$ cat src/rtl/pkcmp_pkg.sv
package pkcmp_pkg;
    localparam logic [7:0] OPC_GE  = 8'h90;
    localparam logic [7:0] OPC_GT  = 8'hA0;
    localparam logic [7:0] OPC_EQ  = 8'hB0;
    localparam logic [7:0] OPC_MIN = 8'h94;
    localparam logic [7:0] OPC_MAX = 8'hA4;

    typedef enum logic [2:0] {
        K_NONE,
        K_GE,
        K_GT,
        K_EQ,
        K_MIN,
        K_MAX
    } kind_t;

    typedef enum logic {
        ST_IDLE,
        ST_SHOW
    } state_t;
endpackage

$ cat src/rtl/pkcmp_decode.sv
module pkcmp_decode
    import pkcmp_pkg::*;
(
    input  logic [7:0] op_i,
    output kind_t      kind_o,
    output logic       ok_o,
    output logic       is_mask_o
);
    always_comb begin
        unique case (op_i)
            OPC_GE:  kind_o = K_GE;
            OPC_GT:  kind_o = K_GT;
            OPC_EQ:  kind_o = K_EQ;
            OPC_MIN: kind_o = K_MIN;
            OPC_MAX: kind_o = K_MAX;
            default: kind_o = K_NONE;
        endcase
    end

    assign ok_o      = (kind_o != K_NONE);
    assign is_mask_o = (kind_o == K_GE) || (kind_o == K_GT) || (kind_o == K_EQ);
endmodule

$ cat src/rtl/pkcmp_lane.sv
module pkcmp_lane
    import pkcmp_pkg::*;
#(
    parameter int W  = 32,
    parameter int EW = 8
) (
    input  logic [W-1:0] a_i,
    input  logic [W-1:0] b_i,
    input  kind_t        kind_i,
    output logic [W-1:0] res_o
);
    localparam int MW = W - 1;

    logic          a_zero, b_zero;
    logic          a_neg, b_neg;
    logic [MW-1:0] a_mag, b_mag;
    logic          a_gt, a_eq, a_lt;

    // Zero-exponent encodings collapse onto a single +0 key
    assign a_zero = (a_i[W-2 -: EW] == '0);
    assign b_zero = (b_i[W-2 -: EW] == '0);
    assign a_mag  = a_zero ? '0 : a_i[MW-1:0];
    assign b_mag  = b_zero ? '0 : b_i[MW-1:0];
    assign a_neg  = !a_zero && a_i[W-1];
    assign b_neg  = !b_zero && b_i[W-1];

    assign a_eq = (a_neg == b_neg) && (a_mag == b_mag);

    always_comb begin
        if (a_neg != b_neg)
            a_gt = !a_neg;
        else if (!a_neg)
            a_gt = (a_mag > b_mag);
        else
            a_gt = (a_mag < b_mag);
    end

    assign a_lt = !a_gt && !a_eq;

    always_comb begin
        unique case (kind_i)
            K_GE:    res_o = {W{a_gt | a_eq}};
            K_GT:    res_o = {W{a_gt}};
            K_EQ:    res_o = {W{a_eq}};
            K_MIN:   res_o = a_lt ? a_i : b_i;   // tie -> B
            K_MAX:   res_o = a_gt ? a_i : b_i;   // tie -> B
            default: res_o = '0;
        endcase
    end

    always_comb begin
        AST_GT_EQ_EXCL: assert ($isunknown({a_gt, a_eq}) || !(a_gt && a_eq));
    end
endmodule

$ cat src/rtl/pkcmp_unit.sv
module pkcmp_unit
    import pkcmp_pkg::*;
#(
    parameter int LANES  = 2,
    parameter int LANE_W = 32,
    parameter int EXP_W  = 8,
    parameter int OP_W   = 8
) (
    input  logic                    clk,
    input  logic                    rst_n,
    input  logic                    in_valid,
    input  logic [OP_W-1:0]         op_code,
    input  logic [LANES*LANE_W-1:0] src_a,
    input  logic [LANES*LANE_W-1:0] src_b,
    output logic                    out_valid,
    output logic [LANES*LANE_W-1:0] out_data
);
    localparam int DW = LANES * LANE_W;

    kind_t          kind;
    logic           op_ok, op_mask;
    logic           accept;
    logic [DW-1:0]  lane_res;
    logic           mask_q;
    state_t         state, state_nx;

    pkcmp_decode u_dec (
        .op_i      (op_code[7:0]),
        .kind_o    (kind),
        .ok_o      (op_ok),
        .is_mask_o (op_mask)
    );

    genvar g;
    generate
        for (g = 0; g < LANES; g++) begin : g_lane
            pkcmp_lane #(.W(LANE_W), .EW(EXP_W)) u_lane (
                .a_i    (src_a[g*LANE_W +: LANE_W]),
                .b_i    (src_b[g*LANE_W +: LANE_W]),
                .kind_i (kind),
                .res_o  (lane_res[g*LANE_W +: LANE_W])
            );

            AST_MASK_FORM: assert property (@(posedge clk) disable iff (!rst_n)
                (out_valid && mask_q) |->
                ((out_data[g*LANE_W +: LANE_W] == '0) ||
                 (out_data[g*LANE_W +: LANE_W] == '1)));
        end
    endgenerate

    assign accept = in_valid && op_ok;

    // State register
    always_ff @(posedge clk) begin
        if (!rst_n) state <= ST_IDLE;
        else        state <= state_nx;
    end

    // Transitions: T_ACCEPT, T_AGAIN, T_DRAIN, T_WAIT
    always_comb begin
        unique case (state)
            ST_IDLE: state_nx = accept ? ST_SHOW : ST_IDLE;
            ST_SHOW: state_nx = accept ? ST_SHOW : ST_IDLE;
            default: state_nx = ST_IDLE;
        endcase
    end

    // Outputs
    always_ff @(posedge clk) begin
        if (!rst_n) begin
            out_data <= '0;
            mask_q   <= 1'b0;
        end else if (accept) begin
            out_data <= lane_res;
            mask_q   <= op_mask;
        end
    end

    assign out_valid = (state == ST_SHOW);

    AST_VALID_FOLLOWS: assert property (@(posedge clk) disable iff (!rst_n)
        (in_valid && op_ok) |=> out_valid);
    AST_HOLD_IDLE: assert property (@(posedge clk) disable iff (!rst_n)
        !(in_valid && op_ok) |=> (!out_valid && $stable(out_data)));
    AST_BAD_OP_QUIET: assert property (@(posedge clk) disable iff (!rst_n)
        (in_valid && !op_ok) |=> !out_valid);
endmodule

$ cat config.mk
export PLATFORM = sky130hd
export DESIGN_NAME = pkcmp_unit
export DESIGN_NICKNAME = d
export VERILOG_FILES = /design/src/rtl/pkcmp_pkg.sv /design/src/rtl/pkcmp_decode.sv /design/src/rtl/pkcmp_lane.sv /design/src/rtl/pkcmp_unit.sv
export SDC_FILE = /design/constraint.sdc
export NUM_CORES = 1
export LEC_CHECK = 0
export BUFFER_PORTS_ARGS = -buffer_cell sky130_fd_sc_hd__buf_2
export CORE_MARGIN = 5
export CORE_UTILIZATION = 30
export CTS_CLUSTER_DIAMETER = 50
export DETAILED_ROUTE_END_ITERATION = 7
export GPL_ROUTABILITY_DRIVEN = 1
export PLACE_DENSITY = 0.6
export RECOVER_POWER = 25
export SETUP_SLACK_MARGIN = 0.02
export SYNTH_ARGS = -nofsm -noshare
export SYNTH_HDL_FRONTEND = slang
export SYNTH_SLANG_ARGS = --single-unit
export TNS_END_PERCENT = 50
$ cat constraint.sdc
create_clock -name clk -period 9.8 [get_ports clk]
set_input_delay 1.47 -clock clk [delete_from_list [all_inputs] [get_ports clk]]
set_output_delay 1.47 -clock clk [all_outputs]
set_load 0.005 [all_outputs]
### Yosys cells after proc, flatten, opt, wreduce, memory -nomap -nowiden

Cells that the tools add are included.

| operators by class | value |
|---|---|
| $lt $le $gt $ge | 4 |
| equality and inequality tests | 16 |
| mux-type cells | 16 |
| bitwise logic cells | 2 |
| reductions and logical operators | 24 |

Operator list:

| cell | number |
|---|---|
| one-hot mux 32 bit (5 select lines) | 2 |
| two-way mux 32 bit | 4 |
| two-way mux 31 bit | 4 |
| equality test 31 bit | 2 |
| greater-than comparator 31 bit | 2 |
| < comparator 31 bit | 2 |
| equality test 8 bit, second input constant | 5 |
| zero test 8 bit | 4 |
| one-hot mux 3 bit (5 select lines) | 1 |
| zero test 1 bit | 10 |
| logical AND 1 bit | 9 |
| equality test 3 x 2 -> 1 bit, second input constant | 2 |
| equality test 3 bit, second input constant | 2 |
| two-way mux 1 bit | 5 |
| equality test 3 x 1 -> 1 bit, second input constant | 1 |
| nonzero test 3 bit | 1 |
| equality test 1 bit | 2 |
| != test 1 bit | 2 |
| OR 1 bit | 2 |

| storage, ports and cells | value |
|---|---|
| bits in registers | 65 |
| input port bits | 139 |
| output and inout bits | 65 |
| word-level logic and storage cells | 64 |

### Logic depth before layout (Yosys ltp)

| depth | value |
|---|---|
| depth in word-level cells | 9 |
| gate-level depth with buffers | 14 |
| depth with buffers taken out | 12 |

### Modules after synthesis

Synthesis repeated with hierarchy kept, for this count alone.

| unflattened totals | value |
|---|---|
| cell total of the unflattened synthesis | 808 |
| area, all modules | 6374.9 um2 |

By module, submodules not included:

| module | instances | cells each | area an instance (um2) | sequential area each (um2) |
|---|---|---|---|---|
| pkcmp_unit | 1 | 294 | 2720.1 | 1301.2 |
| pkcmp_lane (g_lane[0].u_lane) | 1 | 258 | 1851.8 | 0.0 |
| pkcmp_lane (g_lane[1].u_lane) | 1 | 245 | 1719.1 | 0.0 |
| pkcmp_decode | 1 | 11 | 83.8 | 0.0 |

### Worst setup path before layout

Ideal clock, no wire load.

| timing | value |
|---|---|
| kind | input port to flip-flop |
| start point | input src_a[60] |
| end point | register out_data[32] |
| library setup time | 0.126 ns |
| arrival time | 4.313 ns |
| data required time | 9.674 ns |
| setup slack | 5.361 ns |
| stages on the path | 14 |
| buffers on the path | 2 |
| cell sequence | nor4_1 -> nand2_1 -> clkbuf_1 -> and2_1 -> ha_1 -> a21oi_1 -> o21ai_0 -> a221oi_1 -> nand3_1 -> or3_4 -> and4_1 -> clkbuf_1 -> o21ai_0 -> a31oi_1 |

| between the ends | value |
|---|---|
| cells in the longest elaborated chain, start to end | 9 |
| elaborated cells on any way between the ends | 20 |
| classes of those cells | 2 x order compare; 3 x eq/ne; 6 x mux; 1 x bitwise; 8 x reduce/logical |

RTL lines:

| item | line | RTL |
|---|---|---|
| start: declaration | pkcmp_unit.sv:13 | `input logic [LANES*LANE_W-1:0] src_a,` |
| zero test 8 bit | pkcmp_lane.sv:20 | `assign a_zero = (a_i[W-2 -: EW] == '0);` |
| two-way mux 31 bit or zero test 1 bit (tied branches) | pkcmp_lane.sv:22, pkcmp_lane.sv:24 |  |
| greater-than comparator 31 bit (tied with other cells) | pkcmp_lane.sv:33 | `a_gt = (a_mag > b_mag);` |
| two-way mux 1 bit (tied with other cells) | pkcmp_lane.sv:32 | `else if (!a_neg)` |
| two-way mux 1 bit or logical AND 1 bit (tied branches) | pkcmp_lane.sv:30, pkcmp_lane.sv:27 |  |
| zero test 1 bit | pkcmp_lane.sv:38 | `assign a_lt = !a_gt && !a_eq;` |
| logical AND 1 bit | pkcmp_lane.sv:38 |  |
| two-way mux 32 bit | pkcmp_lane.sv:45 | `K_MIN: res_o = a_lt ? a_i : b_i;` |
| one-hot mux 32 bit (5 select lines) * | pkcmp_lane.sv:41 | `unique case (kind_i)` |
| end signal: assignment | pkcmp_unit.sv:74 | `out_data <= lane_res;` |
| end: declaration | pkcmp_unit.sv:16 | `output logic [LANES*LANE_W-1:0] out_data` |

Every way passes the cells marked *; elsewhere a longest branch is shown, timed or not.
A chain may end at the register's enable or synchronous reset.

### Final worst setup path

| timing | value |
|---|---|
| start point | input src_a[60] |
| end point | register out_data[41] |

Same word-level chain as after synthesis.

==> summary.txt <==
Outcome
  – Status: complete, no violations

Cells and area
  – Antenna fix cells: 0
  – Nets@finish: 1097
  – P&R area growth vs syn: 24.0%
  – Proportion of layout cells with a drive suffix above 1: 24.4%
  – Filler cells: 1937
  – Most frequent cells in the layout: 185 x buf_2, 155 x o21ai_0, 73 x nand2_1
  – Commonest non-fill, non-tap cell in the layout: buf_2
  – Design Area, Final: between 6000 and 7000 um2

Clock tree
  – CTS H-Tree Depth: 3
  – Hold Buf Count CTS: 0
  – Clock buffer depth: 2
  – Num CTS Buffers: 9
  – Root buf cell: clkbuf_16
  – Clock Sinks: 65
  – CTS tree: done
  – Clock transition at path regs: 60 ps
  – Setup bufs post-CTS: 0
  – # resized after CTS: 0
  – Clk Latency, worst-skew pair: 340 ps

STA
  – Worst-margin pin slew: around 1200 ps
  – Fmax: 177 MHz
  – Slew HR: 20.7%
  – Slew Limit Fails: 0
  – Unrepaired setup endpoints after global routing: no
  – Period utilization: between 50 and 60%
  – Setup-failing EPs final: 0
  – Setup TNS: 0 ps
  – Minimum clock period: between 5000 and 6000 ps
  – Skew final: 0 ps
  – Setup WS post-layout: ~4100 ps
  – Final hold violations: 0

Synthesis
  – Combinational family with the most area after synthesis: compound AO/OA/AOI/OAI gates
  – Syn nets: 947
  – Async set-or-reset flop fraction in the synthesized netlist: 0%
  – Post-synth EDFFs: 0
  – Distinct cells, synth: between 50 and 60
  – Register area share after synthesis: a little under a quarter
  – Synth Cell Area: around 5400 um2
  – Xor and xnor area share after synthesis: 0.161%
  – Synth Flop Type: dfxtp_1
  – Synth top area share: a little under a quarter
  – Mean Syn Cell Area: 7.30 um2
  – FF+latch count, synth: 65
  – Ys Warns: 0
  – Post-synthesis instance total: 746
  – Adder-Cell Fraction of Synth Area: between 10% and 20%
  – Synth area leaders: dfxtp_1 24%, ha_1 14%, o21ai_0 14%, a31oi_1 7.5%, and2_1 5.7%
  – Largest area contributor in the netlist: dfxtp_1
  – Simple-gate area share of the yosys netlist: 19.4%
  – Compound-gate portion of the synthesized area: about a third
  – Mux share of post-synthesis cell area: less than 1%

Critical path
  – Crit path max fanout: 31
  – Crit-path slowest cell: and3_1
  – Worst endpoint required time: between 10000 and 15000 ps
  – Worst stage delay on the critical path: just over 1000 ps
  – CP arrival: approximately 5900 ps
  – Startpoint Class: input port
  – Kind of critical path: input port to flop
  – Type of destination of the critical path: flop
  – CP Cell Sequence: buf_2 > nor4_1 > nand2_1 > and2_1 > ha_1 > a21oi_1 > o21ai_0 > a221oi_1 > nand3_1 > a31oi_1 > and3_1 > o21ai_0 > a31oi_1

Floorplanning
  – Num ports: 204
  – Die W: approximately 140 um
  – Initial core utilization: a little under a third
  – Full die area: ~21000 um2
  – Die span in y: 145 um
  – Site Rows: between 40 and 50
  – Core area: between 15000 and 20000 um2

Drt
  – Via count: 6112
  – DRC violations left: 0
  – Aggregate routed wire length: approximately 19000 um
  – Antenna-violating nets left: 0
  – First-pass DRT Iterations: 5
  – Vias per cell: between 5 and 6
  – Average wire per standard cell: ~17 um
  – 1st-iter DRT viols: 368

Global routing
  – Gr usage total: 18.1%
  – Initial antenna violation count: 0
  – First-pass GRT wire length: 30400 um
  – Pin count of the biggest net entering global routing: 68
  – Total gr overflow: 0
  – Number of global-route vias before repair: about 6000

Power and ir drop
  – Leak pwr: around 3 nW
  – VDD IR max: 75.3 uV
  – Tot Pwr: 0.714 mW
  – Power per Cell Area: 106 nW/um2

Run
  – Max cap viols: 0

Placed design
  – Area post-placement: approximately 6500 um2
  – Placer Congestion: between 0.8 and 0.9
  – Port buffer count: approximately 200
  – Final HPWL DP: around 14000 um
  – Placement Setup Slack: between 3000 and 4000 ps

Min path
  – Hold Crit Class: flop to flop
critical path, delay by kind of cell:
family / cells / cell delay, ps
AO/OA/AOI/OAI: 6 / 1310
adder cells (fa/ha/maj): 1 / 320
buffers and inverters: 1 / 120
AND/OR/NAND/NOR: 5 / 2680
cell usage after synthesis (all sizes together) (4+ instances only):
cell / n
dfxtp: 65
buf: 21
nor2: 9
a21oi: 32
inv: 19
nor3: 5
a31oi: 66
and2: 50
clkbuf: 49
a211oi: 5
nand3b: 4
nand4: 15
nand3: 12
nand2: 73
nor4: 16
ha: 62
a21o: 6
o21ai: 204
layout make-up:
cell class	count	area, um2	area share (%)
repair buffers	209	1040	15.4
inverters	19	71.3	1.06
flip-flops and latches	65	1300	19.3
clock buffers	13	270	4.00
well taps	229	287	4.24
multi-input cells	592	3780	56.0
final timing paths:
path / slack (ps) / start / depth (start not counted) / endpoint
setup / recovery: 4130 / src_a[60] / 13 / out_data[41]
hold / removal: 560 / out_data[16] / 2 / out_data[16]
setup reg to reg: 9070 / out_data[26] / 2 / out_data[26]
hold reg to reg: 560 / out_data[16] / 2 / out_data[16]
metrics by stage:
step | utilization [%] | instances | hold WS, ps
2_1_floorplan | - | 746 | 530
3_3_place_gp | 36.3 | 1114 | 543
3_5_place_dp | 36.3 | 1114 | 544
4_1_cts | 37.8 | 1127 | 558
5_1_grt | 37.7 | 1127 | 579
6_report | 37.7 | 1127 | 557
flip-flops by register name, summed over array words and instances, names as in the netlist:
signal	cells
out_data	64
out_valid	1
cell families (layout without fill, tap and decap cells):
logic type / Yosys count / after routing
buffers and inverters: 89 / 241
AO/OA/AOI/OAI: 333 / 333
multiplexers: 1 / 1
XOR/XNOR: 1 / 1
flip-flops: 65 / 65
adder cells (fa/ha/maj): 62 / 62
AND/OR/NAND/NOR: 195 / 195
power by group:
group          internal, mW  total (mW)  switching [mW]
Sequential            0.267       0.268         0.00121
Clock                 0.188       0.309           0.121
Combinational        0.0617       0.137          0.0751
Total                 0.517       0.714           0.198
layer usage:
layer  part of all wire [%]  routed length, um  GRT usage (%)  vias to the layer above
li1                       -                  -              -                     3063
met1                     43               8340           22.8                     2772
met4                    1.1                203           4.76                        0
met5                      0                  0              0                        -
met3                    9.1               1750           4.67                       17
met2                     47               8990           30.6                      260
No activity file was read; power rests on OpenSTA's default activity.
